--- src/rtl/amp_fit_pkg.sv ---
package amp_fit_pkg;

  typedef enum logic [1:0] {
    CFG_GAIN    = 2'd0,
    CFG_OFF_IN  = 2'd1,
    CFG_OFF_OUT = 2'd2,
    CFG_PERIOD  = 2'd3
  } cfg_addr_e;

  localparam int unsigned DEF_SMP_W   = 12;
  localparam int unsigned DEF_CFG_W   = 16;
  localparam int unsigned DEF_N_SMP   = 500;
  localparam int          DEF_GAIN    = -500;
  localparam int unsigned DEF_PERIOD  = 2000;

endpackage

--- src/rtl/amp_fit_tick.sv ---
module amp_fit_tick #(
  parameter int unsigned PER_W = 16
) (
  input  logic             clk,
  input  logic             rst_n,
  input  logic             load,
  input  logic             en,
  input  logic [PER_W-1:0] period,
  output logic             tick
);

  logic [PER_W-1:0] cnt_q, cnt_d, reload;

  always_comb begin
    reload = (period == '0) ? '0 : period - PER_W'(1);
    tick   = en && (cnt_q == '0);
    cnt_d  = cnt_q;
    if (load)      cnt_d = reload;
    else if (tick) cnt_d = reload;
    else if (en)   cnt_d = cnt_q - PER_W'(1);
  end

  always_ff @(posedge clk or negedge rst_n) begin
    if (!rst_n) cnt_q <= '0;
    else        cnt_q <= cnt_d;
  end

endmodule

--- src/rtl/amp_fit_err.sv ---
module amp_fit_err #(
  parameter int unsigned SMP_W = 12,
  parameter int unsigned CFG_W = 16,
  localparam int unsigned DW   = CFG_W + 1,
  localparam int unsigned PW   = CFG_W + DW,
  localparam int unsigned EW   = PW + 1
) (
  input  logic                    clk,
  input  logic                    rst_n,
  input  logic                    cap_en,
  input  logic signed [SMP_W-1:0] smp_in,
  input  logic signed [SMP_W-1:0] smp_out,
  input  logic signed [CFG_W-1:0] gain,
  input  logic signed [CFG_W-1:0] off_in,
  input  logic signed [CFG_W-1:0] off_out,
  output logic [EW-1:0]           err,
  output logic                    err_vld
);

  logic signed [DW-1:0] din_d, dout_d, din_q, dout_q;
  logic                 s1_vld_q;
  logic signed [PW-1:0] prod;
  logic signed [EW-1:0] diff;
  logic [EW-1:0]        err_d;

  // stage 1: remove DC levels
  always_comb begin
    din_d  = DW'(smp_in)  - DW'(off_in);
    dout_d = DW'(smp_out) - DW'(off_out);
  end

  // stage 2: scale, compare, magnitude
  always_comb begin
    prod  = PW'(gain) * PW'(din_q);
    diff  = EW'(dout_q) - EW'(prod);
    err_d = diff[EW-1] ? EW'(-diff) : EW'(diff);
  end

  always_ff @(posedge clk or negedge rst_n) begin
    if (!rst_n) begin
      din_q    <= '0;
      dout_q   <= '0;
      s1_vld_q <= 1'b0;
      err      <= '0;
      err_vld  <= 1'b0;
    end else begin
      s1_vld_q <= cap_en;
      err_vld  <= s1_vld_q;
      if (cap_en) begin
        din_q  <= din_d;
        dout_q <= dout_d;
      end
      if (s1_vld_q) err <= err_d;
    end
  end

endmodule

--- src/rtl/amp_fit_div.sv ---
module amp_fit_div #(
  parameter int unsigned AW      = 43,
  parameter int unsigned DIVISOR = 500,
  localparam int unsigned RW     = $clog2(DIVISOR + 1) + 1,
  localparam int unsigned SW     = $clog2(AW + 1)
) (
  input  logic          clk,
  input  logic          rst_n,
  input  logic          go,
  input  logic [AW-1:0] dividend,
  output logic [AW-1:0] quotient,
  output logic          fin
);

  logic [RW-1:0] rem_q, rem_d, trial;
  logic [AW-1:0] quo_q, quo_d;
  logic [SW-1:0] step_q, step_d;
  logic          run_q, run_d, fin_d;
  logic          fits;

  always_comb begin
    trial  = {rem_q[RW-2:0], quo_q[AW-1]};
    fits   = (trial >= RW'(DIVISOR));
    rem_d  = rem_q;
    quo_d  = quo_q;
    step_d = step_q;
    run_d  = run_q;
    fin_d  = 1'b0;
    if (go) begin
      rem_d  = '0;
      quo_d  = dividend;
      step_d = SW'(AW);
      run_d  = 1'b1;
    end else if (run_q) begin
      rem_d  = fits ? trial - RW'(DIVISOR) : trial;
      quo_d  = {quo_q[AW-2:0], fits};
      step_d = step_q - SW'(1);
      if (step_q == SW'(1)) begin
        run_d = 1'b0;
        fin_d = 1'b1;
      end
    end
  end

  always_ff @(posedge clk or negedge rst_n) begin
    if (!rst_n) begin
      rem_q  <= '0;
      quo_q  <= '0;
      step_q <= '0;
      run_q  <= 1'b0;
      fin    <= 1'b0;
    end else begin
      rem_q  <= rem_d;
      quo_q  <= quo_d;
      step_q <= step_d;
      run_q  <= run_d;
      fin    <= fin_d;
    end
  end

  assign quotient = quo_q;

endmodule

--- src/rtl/amp_fit_acc.sv ---
module amp_fit_acc
  import amp_fit_pkg::*;
#(
  parameter int unsigned SMP_W  = DEF_SMP_W,
  parameter int unsigned CFG_W  = DEF_CFG_W,
  parameter int unsigned N_SMP  = DEF_N_SMP,
  localparam int unsigned EW    = 2 * CFG_W + 2,
  localparam int unsigned CNT_W = $clog2(N_SMP + 1),
  localparam int unsigned AW    = EW + CNT_W
) (
  input  logic                    clk,
  input  logic                    rst_n,
  input  logic                    start,
  input  logic                    cfg_we,
  input  logic [1:0]              cfg_addr,
  input  logic [CFG_W-1:0]        cfg_wdata,
  input  logic signed [SMP_W-1:0] smp_in,
  input  logic signed [SMP_W-1:0] smp_out,
  output logic                    smp_tick,
  output logic                    busy,
  output logic                    done,
  output logic [AW-1:0]           score
);

  logic signed [CFG_W-1:0] gain_q, off_in_q, off_out_q;
  logic [CFG_W-1:0]        period_q;
  logic                    cfg_en;

  logic              go;
  logic              tick_en;
  logic [CNT_W-1:0]  issued_q, issued_d;
  logic [CNT_W-1:0]  taken_q, taken_d;
  logic [AW-1:0]     acc_q, acc_d, acc_sum;
  logic              busy_d, done_d;
  logic [AW-1:0]     score_d;
  logic              last_err;

  logic [EW-1:0]     err;
  logic              err_vld;
  logic [AW-1:0]     quotient;
  logic              div_fin;

  // configuration: accepted only while idle
  assign cfg_en = cfg_we && !busy;

  always_ff @(posedge clk or negedge rst_n) begin
    if (!rst_n) begin
      gain_q    <= CFG_W'(DEF_GAIN);
      off_in_q  <= '0;
      off_out_q <= '0;
      period_q  <= CFG_W'(DEF_PERIOD);
    end else if (cfg_en) begin
      unique case (cfg_addr_e'(cfg_addr))
        CFG_GAIN:    gain_q    <= cfg_wdata;
        CFG_OFF_IN:  off_in_q  <= cfg_wdata;
        CFG_OFF_OUT: off_out_q <= cfg_wdata;
        CFG_PERIOD:  period_q  <= cfg_wdata;
        default:     ;
      endcase
    end
  end

  assign go      = start && !busy;
  assign tick_en = busy && (issued_q != CNT_W'(N_SMP));

  amp_fit_tick #(.PER_W(CFG_W)) u_tick (
    .clk    (clk),
    .rst_n  (rst_n),
    .load   (go),
    .en     (tick_en),
    .period (period_q),
    .tick   (smp_tick)
  );

  amp_fit_err #(.SMP_W(SMP_W), .CFG_W(CFG_W)) u_err (
    .clk     (clk),
    .rst_n   (rst_n),
    .cap_en  (smp_tick),
    .smp_in  (smp_in),
    .smp_out (smp_out),
    .gain    (gain_q),
    .off_in  (off_in_q),
    .off_out (off_out_q),
    .err     (err),
    .err_vld (err_vld)
  );

  assign acc_sum  = acc_q + AW'(err);
  assign last_err = err_vld && (taken_q == CNT_W'(N_SMP - 1));

  amp_fit_div #(.AW(AW), .DIVISOR(N_SMP)) u_div (
    .clk      (clk),
    .rst_n    (rst_n),
    .go       (last_err),
    .dividend (acc_sum),
    .quotient (quotient),
    .fin      (div_fin)
  );

  always_comb begin
    issued_d = issued_q;
    taken_d  = taken_q;
    acc_d    = acc_q;
    busy_d   = busy;
    done_d   = 1'b0;
    score_d  = score;
    if (go) begin
      issued_d = '0;
      taken_d  = '0;
      acc_d    = '0;
      busy_d   = 1'b1;
    end else begin
      if (smp_tick) issued_d = issued_q + CNT_W'(1);
      if (err_vld) begin
        taken_d = taken_q + CNT_W'(1);
        acc_d   = acc_sum;
      end
      if (div_fin) begin
        busy_d  = 1'b0;
        done_d  = 1'b1;
        score_d = quotient;
      end
    end
  end

  always_ff @(posedge clk or negedge rst_n) begin
    if (!rst_n) begin
      issued_q <= '0;
      taken_q  <= '0;
      acc_q    <= '0;
      busy     <= 1'b0;
      done     <= 1'b0;
      score    <= '0;
    end else begin
      issued_q <= issued_d;
      taken_q  <= taken_d;
      acc_q    <= acc_d;
      busy     <= busy_d;
      done     <= done_d;
      score    <= score_d;
    end
  end

endmodule

--- config.mk ---
export PLATFORM = sky130hd
export DESIGN_NAME = amp_fit_acc
export DESIGN_NICKNAME = d
export VERILOG_FILES = /design/src/rtl/amp_fit_pkg.sv /design/src/rtl/amp_fit_tick.sv /design/src/rtl/amp_fit_err.sv /design/src/rtl/amp_fit_div.sv /design/src/rtl/amp_fit_acc.sv
export SDC_FILE = /design/constraint.sdc
export NUM_CORES = 1
export LEC_CHECK = 0
export BUFFER_PORTS_ARGS = -buffer_cell sky130_fd_sc_hd__clkbuf_2
export CORE_MARGIN = 5
export CORE_UTILIZATION = 50
export DETAILED_ROUTE_END_ITERATION = 10
export GPL_TIMING_DRIVEN = 0
export MAX_ROUTING_LAYER = met4
export PLACE_DENSITY = 0.63
export RECOVER_POWER = 25
export SLEW_MARGIN = 20
export SYNTH_ARGS = -nofsm -noshare
export SYNTH_HDL_FRONTEND = slang
export SYNTH_HIERARCHICAL = 1
export SYNTH_SLANG_ARGS = --single-unit
--- constraint.sdc ---
create_clock -name clk -period 10 [get_ports clk]
set_input_delay 0 -clock clk [delete_from_list [all_inputs] [get_ports clk]]
set_output_delay 0 -clock clk [all_outputs]
set_load 0.005 [all_outputs]
After elaboration in Yosys (flattened, before gate mapping)
Cells that the tools add are included.
Widths: inputs -> output; s select.
{"block": "word_totals", "reg_bits": 316, "in_bits": 46, "output_inout_bits": 46}
{"block": "op_classes", "addsub": 11, "mul": 1, "order_cmp": 1, "n_eq_ne": 6, "mux": 28, "n_bitwise": 1, "reduce_logical": 19}
{"op": "$mux 43", "n": 4}
{"op": "$mux 16", "n": 4}
{"op": "$mux 9", "n": 7}
{"op": "$add 43x34->43", "n": 1}
{"op": "$mux 34", "n": 1}
{"op": "$neg 34->34", "n": 1}
{"op": "$sub 12x16->17", "n": 2}
{"op": "$sub 17x33->34", "n": 1}
{"op": "$mul 16x17->33", "n": 1}
{"op": "$logic_not 16->1", "n": 2}
{"op": "$sub 16x1->16 const B", "n": 2}
{"op": "$add 9x1->9 const B", "n": 2}
{"op": "$mux 6", "n": 2}
{"op": "$ge 10x9->1 const B", "n": 1}
{"op": "$mux 1", "n": 10}
{"op": "$reduce_and 2->1", "n": 5}
{"op": "$eq 9x9->1 const B", "n": 1}
{"op": "$ne 9x9->1 const B", "n": 1}
{"op": "$sub 9x9->9 const B", "n": 1}
{"op": "$reduce_bool 2->1", "n": 4}
{"op": "$eq 6x1->1 const B", "n": 1}
{"op": "$sub 6x1->6 const B", "n": 1}
{"op": "$logic_and 1x1->1", "n": 5}
{"op": "$eq 2x2->1 const B", "n": 2}
{"op": "5 further kinds", "n": 5}

Longest topological paths before layout
Gate-level depths: netlist (run 1).
{"block": "depth", "ltp_word": 5, "mapped_depth": 28, "mapped_depth_nobuf": 24}

Hierarchy
Netlist (run 1), hierarchy kept.
{"mod": "amp_fit_err", "instances": 1, "cells_each": 1921, "area_per_inst_um2": 16747.3}
{"mod": "amp_fit_acc", "instances": 1, "cells_each": 860, "area_per_inst_um2": 9160.0}
{"mod": "amp_fit_div", "instances": 1, "cells_each": 289, "area_per_inst_um2": 2949.1}
{"mod": "amp_fit_tick", "instances": 1, "cells_each": 175, "area_per_inst_um2": 1390.1}

Worst setup path before layout (run 1)
No wires, ideal clock.
{"block": "synth_timing", "path_kind": "register to register", "start": "register gain_q[7]", "end": "register u_err.err[27]", "setup_time_ns": 0.127, "arrival_time_ns": 7.009, "required_time_ns": 9.873, "setup_slack_ns": 2.863, "path_stages_with_launch": 26, "n_path_buf": 3, "synth_period_minus_slack_ns": 7.137, "path_cell_list": "dfrtp_1 > clkbuf_1 > clkbuf_1 > nand2_1 > fa_1 > inv_1 > fa_1 > fa_1 > inv_1 > fa_1 > fa_1 > inv_1 > fa_1 > inv_1 > ha_1 > clkbuf_1 > a21oi_1 > o221a_2 > o21ai_0 > a22o_1 > or3_1 > a211oi_1 > nand3_1 > or4b_4 > o21ai_1 > nand3_1"}
{"block": "synth_via", "elab_chain_len": 4}
{"item": "start, declared", "line": "amp_fit_acc.sv:25", "source": "logic signed [CFG_W-1:0] gain_q, off_in_q, off_out_q;"}
{"item": "start signal, assigned", "line": "amp_fit_acc.sv:48", "source": "gain_q <= CFG_W'(DEF_GAIN);"}
{"item": "start signal, assigned", "line": "amp_fit_acc.sv:54", "source": "CFG_GAIN: gain_q <= cfg_wdata;"}
{"item": "$mul 16x17->33 *", "line": "amp_fit_err.sv:34", "source": "prod = PW'(gain) * PW'(din_q);"}
{"item": "$sub 17x33->34 *", "line": "amp_fit_err.sv:35", "source": "diff = EW'(dout_q) - EW'(prod);"}
{"item": "$neg 34->34", "line": "amp_fit_err.sv:36", "source": "err_d = diff[EW-1] ? EW'(-diff) : EW'(diff);"}
{"item": "$mux 34 *", "line": "amp_fit_err.sv:36"}
{"item": "end signal, assigned", "line": "amp_fit_err.sv:53", "source": "if (s1_vld_q) err <= err_d;"}
{"item": "end, declared", "line": "amp_fit_err.sv:16", "source": "output logic [EW-1:0] err,"}
Mark *: on every way between the ends. The rest lies on a longest branch, timed or not.
A chain may end at the register's enable or synchronous reset.

Worst setup path in the final report (run 1)
{"block": "layout_timing", "start": "register gain_q[7]", "end": "register u_err.err[30]"}
The elaborated chain is that of the path after synthesis.

==> impl_results.html, run 1 <==
<table>
<tr><th>Metric</th><th>Value</th></tr>
<tr><th colspan="2">Run status</th></tr>
<tr><td>Run status</td><td>finished, violations left</td></tr>
<tr><td>Failing checks</td><td>max-capacitance violations, max-slew violations</td></tr>
<tr><th colspan="2">Worst setup path</th></tr>
<tr><td>Critical path startpoint category</td><td>flop</td></tr>
<tr><td>R2r setup slk</td><td>1410 ps</td></tr>
<tr><td>Cell occurring most often along the worst timing path</td><td>sky130_fd_sc_hd__fa_1</td></tr>
<tr><td>Critical path class</td><td>reg2reg</td></tr>
<tr><td>Reg-to-reg endpoint</td><td>u_err/err[30]</td></tr>
<tr><td>Max FO, Critical Path</td><td>10</td></tr>
<tr><td>CP required</td><td>10440 ps</td></tr>
<tr><td>Count of cells along the worst register-to-register path</td><td>26</td></tr>
<tr><td>Sort of element at the end of the critical path</td><td>flop</td></tr>
<tr><td>Top delay family on crit path</td><td>adder cells</td></tr>
<tr><td>Arrival time at the worst endpoint</td><td>approximately 9000 ps</td></tr>
<tr><td>Slowest cell on the critical path</td><td>sky130_fd_sc_hd__fa_1</td></tr>
<tr><td>Maximum cell stage delay along the critical path</td><td>roughly 570 ps</td></tr>
<tr><td>Buf+Inv Stages, Crit Path</td><td>8</td></tr>
<tr><td>RR Startpoint</td><td>gain_q[7]</td></tr>
<tr><th colspan="2">Cells and area</th></tr>
<tr><td>Area growth, synth to finish</td><td>10.02%</td></tr>
<tr><td>Nets</td><td>between 3000 and 4000</td></tr>
<tr><td>Leading cell type in the layout, fill and taps excluded</td><td>sky130_fd_sc_hd__inv_1</td></tr>
<tr><td>Fraction of layout cells with a size suffix above 1</td><td>10.51%</td></tr>
<tr><td>Final instance count without filler cells</td><td>4217</td></tr>
<tr><td>Layout fillers</td><td>5426</td></tr>
<tr><td>Leading cell types in the layout, fill and taps excluded</td><td>465 x sky130_fd_sc_hd__inv_1, 302 x sky130_fd_sc_hd__nand2_1, 301 x sky130_fd_sc_hd__dfrtp_1, 300 x sky130_fd_sc_hd__fa_1, 180 x sky130_fd_sc_hd__nor2_1</td></tr>
<tr><th colspan="2">Routing</th></tr>
<tr><td>Post-DRT Antenna Nets</td><td>0</td></tr>
<tr><td>Routed wire length</td><td>82550 um</td></tr>
<tr><td>DRC</td><td>0</td></tr>
<tr><td>Via count of the routed design</td><td>23860</td></tr>
<tr><td>Post-detailed-route via-to-cell ratio</td><td>between 5 and 6</td></tr>
<tr><td>Iteration count of the initial detailed-routing pass</td><td>6</td></tr>
<tr><td>WL per Instance</td><td>19.58 um</td></tr>
<tr><td>Iteration-0 DRC Markers</td><td>about 1500</td></tr>
<tr><th colspan="2">Clock tree</th></tr>
<tr><td>Clock slew at reported path FFs</td><td>60 ps</td></tr>
<tr><td>TritonCTS clock tree</td><td>built</td></tr>
<tr><td>Max Buffers Root-to-Sink</td><td>3</td></tr>
<tr><td>Clock net sink count</td><td>316</td></tr>
<tr><td>Post-CTS setup buffers</td><td>0</td></tr>
<tr><td>Root buffer cell</td><td>sky130_fd_sc_hd__clkbuf_16</td></tr>
<tr><td>Clock latency on the worst-skew pair</td><td>580 ps</td></tr>
<tr><td>H-tree depth</td><td>2</td></tr>
<tr><td>Number of clock buffers inserted by TritonCTS</td><td>37</td></tr>
<tr><th colspan="2">Worst hold path</th></tr>
<tr><td>Terminating pin of the worst hold path</td><td>u_err/din_q[5]</td></tr>
<tr><td>Min-Delay Path Class</td><td>in2reg</td></tr>
<tr><td>Cells on Worst Hold Path</td><td>4</td></tr>
<tr><td>Launch instance of the worst min-delay path</td><td>smp_in[5]</td></tr>
<tr><th colspan="2">Synthesis</th></tr>
<tr><td>YS warnings</td><td>6</td></tr>
<tr><td>Async SR Flop Fraction</td><td>100.0%</td></tr>
<tr><td>Number of flops mapped to enable cells by yosys</td><td>0</td></tr>
<tr><td>Net Count, Synth</td><td>between 3000 and 4000</td></tr>
<tr><td>Seq cells post-synth</td><td>316</td></tr>
<tr><td>Sequential area share after synthesis</td><td>between 20% and 30%</td></tr>
<tr><td>Leading register cell type out of synthesis</td><td>sky130_fd_sc_hd__dfrtp_1</td></tr>
<tr><td>Synth Instances</td><td>3245</td></tr>
<tr><td>Average cell area after synthesis</td><td>slightly above 9 um2</td></tr>
<tr><td>Synthesized cell area</td><td>around 30000 um2</td></tr>
<tr><td>Number of distinct library cell variants in the gate-level netlist after synthesis</td><td>100</td></tr>
<tr><th colspan="2">Pwr</th></tr>
<tr><td>Worst supply voltage drop on vdd</td><td>approximately 0.12 mV</td></tr>
<tr><td>Total power draw</td><td>~4200 uW</td></tr>
<tr><td>Static leakage</td><td>0.01505 uW</td></tr>
<tr><td>Total power density per cell area</td><td>126.7 nW/um2</td></tr>
<tr><th colspan="2">Floorplanning</th></tr>
<tr><td>Cell row count</td><td>90</td></tr>
<tr><td>Die width</td><td>roughly 260 um</td></tr>
<tr><td>Area of the core</td><td>60130 um2</td></tr>
<tr><td>Total die area</td><td>65510 um2</td></tr>
<tr><td>Die outline height</td><td>between 200 and 300 um</td></tr>
<tr><td>Starting utilization of the core area</td><td>50.30%</td></tr>
<tr><td>Ports placed on the boundary</td><td>92</td></tr>
<tr><th colspan="2">STA</th></tr>
<tr><td>Total Neg Setup Slack</td><td>0 ps</td></tr>
<tr><td>Final number of max-transition violations</td><td>about 230</td></tr>
<tr><td>Setup repair after global routing missed its margin</td><td>no</td></tr>
<tr><td>Final hold violations</td><td>0</td></tr>
<tr><td>Worst clock skew</td><td>37.13 ps</td></tr>
<tr><td>Minimum clock period after layout</td><td>8593 ps</td></tr>
<tr><td>Slew of the pin with the lowest slew margin</td><td>4618 ps</td></tr>
<tr><td>Maximum achievable frequency</td><td>116.4 MHz</td></tr>
<tr><td>Period utilization</td><td>85.93%</td></tr>
<tr><td>Normalized max-slew margin</td><td>-207.9%</td></tr>
<tr><td>Number of endpoints failing setup at the final stage</td><td>0</td></tr>
<tr><th colspan="2">Placed design</th></tr>
<tr><td># port buffers</td><td>91</td></tr>
<tr><td>Weighted congestion reported at the end of routability-driven placement</td><td>0.9511</td></tr>
<tr><td>HPWL reported at the end of detailed placement</td><td>between 60000 and 70000 um</td></tr>
<tr><td>Placed Instances</td><td>about 4100</td></tr>
<tr><th colspan="2">GRT</th></tr>
<tr><td>Vias in the first global route</td><td>roughly 25000</td></tr>
<tr><td>Sum of overflow across all layers after global routing</td><td>0</td></tr>
<tr><td>Global-route wire length before repair</td><td>135200 um</td></tr>
<tr><td>Antenna violations before repair</td><td>1</td></tr>
<tr><td>Largest net degree at the start of global routing</td><td>90</td></tr>
<tr><td>Overall global routing resource usage</td><td>25.90%</td></tr>
<tr><th colspan="2">Run</th></tr>
<tr><td>Maximum capacitance violations</td><td>3</td></tr>
</table>
[worst min-delay path, stage by stage]
cell and delay [ps]:
sky130_fd_sc_hd__clkbuf_2 100, sky130_fd_sc_hd__ha_1 180, sky130_fd_sc_hd__xnor2_1 120, sky130_fd_sc_hd__mux2_2 130
[final cells by class]
cell class                 count  area [um2]  share of cell area, %
multi-input combinational   2323       20010                  60.14
sequential                   316        7926                  23.82
inverter                     466        1749                  5.256
clock buffer                  53        1077                  3.237
tap                          782       978.4                  2.940
timing repair buffer         122       764.5                  2.297
buffer                       140       563.0                  1.692
clock inverter                14       201.4                 0.6054
antenna                        1       2.502               0.007520
[synthesized netlist by cell type, types with 15 or more instances]
cell type | n | area [um2]
sky130_fd_sc_hd__inv_1 | 465 | 1745
sky130_fd_sc_hd__nand2_1 | 302 | 1134
sky130_fd_sc_hd__dfrtp_1 | 301 | 7532
sky130_fd_sc_hd__fa_1 | 300 | 6006
sky130_fd_sc_hd__nor2_1 | 180 | 675.7
sky130_fd_sc_hd__ha_1 | 170 | 2127
sky130_fd_sc_hd__and2_1 | 148 | 925.9
sky130_fd_sc_hd__o21ai_0 | 133 | 665.6
sky130_fd_sc_hd__a21oi_1 | 129 | 645.6
sky130_fd_sc_hd__mux2_2 | 124 | 1396
sky130_fd_sc_hd__clkbuf_1 | 107 | 401.6
sky130_fd_sc_hd__xnor2_1 | 79 | 691.9
sky130_fd_sc_hd__mux2i_1 | 73 | 730.7
sky130_fd_sc_hd__nand3_1 | 57 | 285.3
sky130_fd_sc_hd__nor3_1 | 55 | 275.3
sky130_fd_sc_hd__xor2_1 | 51 | 446.7
sky130_fd_sc_hd__or3_1 | 42 | 262.8
sky130_fd_sc_hd__a21o_1 | 39 | 292.8
sky130_fd_sc_hd__nand4_1 | 39 | 244.0
sky130_fd_sc_hd__nor2b_1 | 35 | 219.0
sky130_fd_sc_hd__a211oi_1 | 24 | 180.2
sky130_fd_sc_hd__a31oi_1 | 21 | 131.4
sky130_fd_sc_hd__and3_1 | 21 | 131.4
sky130_fd_sc_hd__buf_2 | 20 | 100.1
sky130_fd_sc_hd__o211ai_1 | 20 | 150.1
sky130_fd_sc_hd__o21a_1 | 20 | 150.1
sky130_fd_sc_hd__o31ai_1 | 20 | 150.1
sky130_fd_sc_hd__a21boi_0 | 15 | 112.6
sky130_fd_sc_hd__dfstp_2 | 15 | 394.1
[per-layer routing]
metal  global-route usage (%)  vias up  part of all wire (%)
li1                         -    11150                     -
met1                    31.91    11910                    42
met2                    45.10      618                    51
met3                    2.910      183                   4.2
met4                    8.051        0                   3.5
met5                        -        -                     0
[state kept, by name (all words and copies together) (netlist names), 16 cells and up]
| signal | cells |
|---|---|
| u_div/quotient | 43 |
| u_err/err | 34 |
| acc_q | 43 |
| off_out_q | 16 |
| u_err/dout_q | 17 |
| period_q | 16 |
| off_in_q | 16 |
| u_err/din_q | 17 |
| u_tick/cnt_q | 16 |
| score | 43 |
| gain_q | 16 |
[worst max path at each step]
stage / start / end / slack, ps / cells past startpoint
after floorplan: gain_q[7] / u_err/err[27] / 2860 / 25
after CTS: gain_q[7] / u_err/err[30] / 1450 / 26
after detailed placement: gain_q[7] / u_err/err[30] / 1430 / 26
after global routing: rst_n / u_tick/cnt_q[9] / 730 / 3
after global placement: gain_q[7] / u_err/err[2] / 1580 / 26
final: gain_q[7] / u_err/err[30] / 1410 / 26
[per-stage QoR]
stage               cell area, um2  worst slack (ps)  util [%]  hold slack (ps)
global route                 33270             729.0     55.34            46.39
CTS                          33330              1453     55.43            2.764
floorplan                    30250              2863         -           -295.6
detailed placement           31780              1428     52.85            93.64
finish                       33280              1407     55.34            30.20
global placement             31680              1585     52.68            298.1
[cell families (layout without fill, tap and decap cells)]
group	after synthesis	in the layout	share of synthesized area [%]
xor+xnor	131	131	3.818
buf+inv	606	795	7.645
simple gates	980	980	16.46
other cells	0	1	0
mux	197	197	7.032
fa+ha+maj	470	470	26.89
flops	316	316	26.21
compound gates	545	545	11.95
[report_power, final]
part / internal, uW / leakage (uW) / switching [uW] / total [uW]
sequential: 1290 / 0.00393 / 8.69 / 1290
clock: 858 / 0.000628 / 573 / 1430
combinational: 553 / 0.0105 / 938 / 1490
total: 2700 / 0.0151 / 1520 / 4220
[what timing repair did]
action	in CTS	in global routing
hold buffers	27	0
endpoints found under the hold margin	157	0
gates resized for setup	0	0
(Power assumes the default switching activity.)
==> run 2: changes to the inputs <==
Settings changed: REMOVE_ABC_BUFFERS set to 1.
==> impl_results.html, run 2 (same netlist as run 1, synthesis figures left out) <==
<table>
<tr><th>Metric</th><th>Value</th></tr>
<tr><th colspan="2">Worst setup path</th></tr>
<tr><td>Critical path startpoint category</td><td>flop (unchanged)</td></tr>
<tr><td>Sort of element at the end of the critical path</td><td>flop (unchanged)</td></tr>
<tr><td>Ordered list of cells on the worst path</td><td>nand2_1 -&gt; fa_1 -&gt; inv_1 -&gt; fa_1 -&gt; fa_1 -&gt; inv_1 -&gt; fa_1 -&gt; fa_1 -&gt; inv_1 -&gt; fa_1 -&gt; inv_1 -&gt; ha_1 -&gt; and4_1 -&gt; nand2_1 -&gt; nor4_1 -&gt; nor2_1 -&gt; a21oi_1 -&gt; o21ai_0 -&gt; a22oi_1 -&gt; nor4b_2 -&gt; a2111o_1 -&gt; nand3_1</td></tr>
<tr><td>Arrival time at the worst endpoint</td><td>8400 ps (was 9030 ps)</td></tr>
<tr><td>CP required</td><td>10440 ps (about the same)</td></tr>
<tr><td>Critical path class</td><td>reg2reg (unchanged)</td></tr>
<tr><td>Maximum cell stage delay along the critical path</td><td>880 ps (was 570 ps)</td></tr>
<tr><td>Slowest cell on the critical path</td><td>sky130_fd_sc_hd__dfrtp_1 (was sky130_fd_sc_hd__fa_1)</td></tr>
<tr><td>Buf+Inv Stages, Crit Path</td><td>4 (was 8)</td></tr>
<tr><td>Max FO, Critical Path</td><td>18 (was 10)</td></tr>
<tr><td>Top delay family on crit path</td><td>adder cells (unchanged)</td></tr>
<tr><td>Cell occurring most often along the worst timing path</td><td>sky130_fd_sc_hd__fa_1 (unchanged)</td></tr>
<tr><th colspan="2">Cells and area</th></tr>
<tr><td>Final instance count without filler cells</td><td>4105 (was 4217)</td></tr>
<tr><td>Final Cell Area</td><td>33130 um2 (was 33280 um2)</td></tr>
<tr><td>Leading cell types in the layout, fill and taps excluded</td><td>463 x sky130_fd_sc_hd__inv_1, 301 x sky130_fd_sc_hd__nand2_1, 300 x sky130_fd_sc_hd__fa_1, 299 x sky130_fd_sc_hd__dfrtp_1, 179 x sky130_fd_sc_hd__nor2_1 (was 465 x sky130_fd_sc_hd__inv_1, 302 x sky130_fd_sc_hd__nand2_1, 301 x sky130_fd_sc_hd__dfrtp_1, 300 x sky130_fd_sc_hd__fa_1, 180 x sky130_fd_sc_hd__nor2_1)</td></tr>
<tr><td>Fraction of layout cells with a size suffix above 1</td><td>11.13% (was 10.51%)</td></tr>
<tr><td>Area growth, synth to finish</td><td>9.535% (was 10.02%)</td></tr>
<tr><td>Layout fillers</td><td>5454 (was 5426)</td></tr>
<tr><td>Leading cell type in the layout, fill and taps excluded</td><td>sky130_fd_sc_hd__inv_1 (unchanged)</td></tr>
<tr><td>Antenna diode count</td><td>0 (was 1)</td></tr>
<tr><td>Nets</td><td>3811 (was 3922)</td></tr>
<tr><td>Util after Layout</td><td>55.10% (was 55.34%)</td></tr>
<tr><th colspan="2">Clock tree</th></tr>
<tr><td>Number of clock buffers inserted by TritonCTS</td><td>39 (was 37)</td></tr>
<tr><td>Post-CTS setup buffers</td><td>0 (unchanged)</td></tr>
<tr><td>TritonCTS clock tree</td><td>built (unchanged)</td></tr>
<tr><td>Clock net sink count</td><td>316 (unchanged)</td></tr>
<tr><td>Clock slew at reported path FFs</td><td>60 ps (about the same)</td></tr>
<tr><td>Max Buffers Root-to-Sink</td><td>3 (unchanged)</td></tr>
<tr><td>Clock latency on the worst-skew pair</td><td>560 ps (was 580 ps)</td></tr>
<tr><td>H-tree depth</td><td>2 (unchanged)</td></tr>
<tr><td>Root buffer cell</td><td>sky130_fd_sc_hd__clkbuf_16 (unchanged)</td></tr>
<tr><th colspan="2">STA</th></tr>
<tr><td>Final Worst Setup Slack</td><td>2042 ps (was 1407 ps)</td></tr>
<tr><td>Slew of the pin with the lowest slew margin</td><td>4663 ps (was 4618 ps)</td></tr>
<tr><td>Total Neg Setup Slack</td><td>0 ps (unchanged)</td></tr>
<tr><td>Worst clock skew</td><td>31.07 ps (was 37.13 ps)</td></tr>
<tr><td>Normalized max-slew margin</td><td>-210.9% (was -207.9%)</td></tr>
<tr><td>Minimum clock period after layout</td><td>7958 ps (was 8593 ps)</td></tr>
<tr><td>Setup repair after global routing missed its margin</td><td>no (unchanged)</td></tr>
<tr><td>Maximum achievable frequency</td><td>125.7 MHz (was 116.4 MHz)</td></tr>
<tr><td>Final number of max-transition violations</td><td>235 (was 232)</td></tr>
<tr><td>Number of endpoints failing setup at the final stage</td><td>0 (unchanged)</td></tr>
<tr><td>Final hold violations</td><td>0 (unchanged)</td></tr>
<tr><td>Period utilization</td><td>79.58% (was 85.93%)</td></tr>
<tr><th colspan="2">Routing</th></tr>
<tr><td>Iteration-0 DRC Markers</td><td>1112 (was 1492)</td></tr>
<tr><td>WL per Instance</td><td>17.14 um (was 19.58 um)</td></tr>
<tr><td>Post-DRT Antenna Nets</td><td>0 (unchanged)</td></tr>
<tr><td>Iteration count of the initial detailed-routing pass</td><td>7 (was 6)</td></tr>
<tr><td>Post-detailed-route via-to-cell ratio</td><td>5.527 (was 5.658)</td></tr>
<tr><td>Via count of the routed design</td><td>22690 (was 23860)</td></tr>
<tr><td>DRC</td><td>0 (unchanged)</td></tr>
<tr><td>Routed wire length</td><td>70370 um (was 82550 um)</td></tr>
<tr><th colspan="2">Placed design</th></tr>
<tr><td>Weighted congestion reported at the end of routability-driven placement</td><td>0.9752 (was 0.9511)</td></tr>
<tr><td>Worst Setup Slack post-DPL</td><td>1988 ps (was 1428 ps)</td></tr>
<tr><td>Placed inst area</td><td>31520 um2 (was 31780 um2)</td></tr>
<tr><td>HPWL reported at the end of detailed placement</td><td>54840 um (was 66660 um)</td></tr>
<tr><td># port buffers</td><td>91 (unchanged)</td></tr>
<tr><td>Placed Instances</td><td>4000 (was 4122)</td></tr>
<tr><th colspan="2">Floorplanning</th></tr>
<tr><td>Total die area</td><td>65510 um2 (unchanged)</td></tr>
<tr><td>Ports placed on the boundary</td><td>92 (unchanged)</td></tr>
<tr><td>Area of the core</td><td>60130 um2 (unchanged)</td></tr>
<tr><td>Cell row count</td><td>90 (unchanged)</td></tr>
<tr><td>Die outline height</td><td>256.0 um (unchanged)</td></tr>
<tr><td>Starting utilization of the core area</td><td>50.30% (unchanged)</td></tr>
<tr><td>Die width</td><td>256.0 um (unchanged)</td></tr>
<tr><th colspan="2">GRT</th></tr>
<tr><td>Global-route wire length before repair</td><td>120900 um (was 135200 um)</td></tr>
<tr><td>Largest net degree at the start of global routing</td><td>92 (was 90)</td></tr>
<tr><td>Antenna violations before repair</td><td>0 (was 1)</td></tr>
<tr><td>Sum of overflow across all layers after global routing</td><td>0 (unchanged)</td></tr>
<tr><td>Vias in the first global route</td><td>24010 (was 25100)</td></tr>
<tr><td>Overall global routing resource usage</td><td>22.43% (was 25.90%)</td></tr>
<tr><th colspan="2">Pwr</th></tr>
<tr><td>Total power density per cell area</td><td>125.9 nW/um2 (was 126.7 nW/um2)</td></tr>
<tr><td>Worst supply voltage drop on vdd</td><td>0.1227 mV (was 0.1196 mV)</td></tr>
<tr><td>Static leakage</td><td>0.01503 uW (was 0.01505 uW)</td></tr>
<tr><th colspan="2">Run status</th></tr>
<tr><td>Run status</td><td>finished, violations left (unchanged)</td></tr>
<tr><td>Failing checks</td><td>max-capacitance violations, max-slew violations (unchanged)</td></tr>
<tr><th colspan="2">Run</th></tr>
<tr><td>Maximum capacitance violations</td><td>3 (unchanged)</td></tr>
<tr><th colspan="2">Worst hold path</th></tr>
<tr><td>Min-Delay Path Class</td><td>in2reg (unchanged)</td></tr>
</table>
-- run 2: cell count changes in the layout (fill, tap and decap cells not counted), sizes merged --
cell         delta
buf            -14
clkbuf        -112
inv             +1
dlygate4sd3     +9
clkinv          +4
bufinv          +1
diode           -1
-- run 2: timing repair --
item                      in CTS  in global routing
gates resized for setup        0                  0
hold buffers                  36                  0
hold endpoints to repair     200                  0
-- run 2: cell type report --
class / count / area, um2 / share of cell area (%)
sequential: 316 / 7931 / 23.94
clock buffer: 49 / 1064 / 3.210
multi-input combinational: 2323 / 20070 / 60.57
tap: 782 / 978.4 / 2.953
inverter: 466 / 1752 / 5.287
timing repair buffer: 149 / 1089 / 3.286
clock inverter: 20 / 250.2 / 0.7553
-- run 2: worst reg2reg max path: stages (launching register included) --
cell and delay, ps:
sky130_fd_sc_hd__dfrtp_1 880, sky130_fd_sc_hd__nand2_1 200, sky130_fd_sc_hd__fa_1 580, sky130_fd_sc_hd__inv_1 60, sky130_fd_sc_hd__fa_1 490, sky130_fd_sc_hd__fa_1 530, sky130_fd_sc_hd__inv_1 60, sky130_fd_sc_hd__fa_1 460
sky130_fd_sc_hd__fa_1 540, sky130_fd_sc_hd__inv_1 50, sky130_fd_sc_hd__fa_1 520, sky130_fd_sc_hd__inv_1 40, sky130_fd_sc_hd__ha_1 440, sky130_fd_sc_hd__and4_1 340, sky130_fd_sc_hd__nand2_1 130, sky130_fd_sc_hd__nor4_1 560
sky130_fd_sc_hd__nor2_1 230, sky130_fd_sc_hd__a21oi_1 440, sky130_fd_sc_hd__o21ai_0 180, sky130_fd_sc_hd__a22oi_1 310, sky130_fd_sc_hd__nor4b_2 520, sky130_fd_sc_hd__a2111o_1 240, sky130_fd_sc_hd__nand3_1 60
-- run 2: routing by layer --
metal | vias up | share of wire (%) | GRT usage (%)
met5 | - | 0 | -
met4 | 0 | 2.3 | 5.787
met3 | 115 | 3.3 | 2.387
met2 | 391 | 49 | 37.70
met1 | 11240 | 45 | 29.42
li1 | 10940 | - | -
-- run 2: worst paths after layout --
kind / cells after the start / slack [ps] / to / from
setup / recovery: 22 / 2040 / u_err/err[31] / gain_q[7]
hold / removal: 6 / 30 / u_err/dout_q[4] / smp_out[4]
setup reg to reg: 22 / 2040 / u_err/err[31] / gain_q[7]
hold reg to reg: 1 / 490 / busy / u_div/fin
max in group asynchronous: 3 / 2820 / taken_q[4] / rst_n
min in group asynchronous: 2 / 1310 / u_div/rem_q[6] / rst_n
-- run 2: power breakdown --
part           leakage [uW]  internal (uW)  switching, uW
combinational        0.0104            561            851
clock              0.000655            886            569
sequential          0.00393           1290           17.2
-- run 2: stage by stage --
step | total power, uW | hold WS (ps)
5_1_grt | 4449 | 47.28
3_3_place_gp | 2662 | 300.7
4_1_cts | 4215 | 1.723
3_5_place_dp | 2722 | 62.36
6_report | 4170 | 26.79
2_1_floorplan | 2372 | -295.6
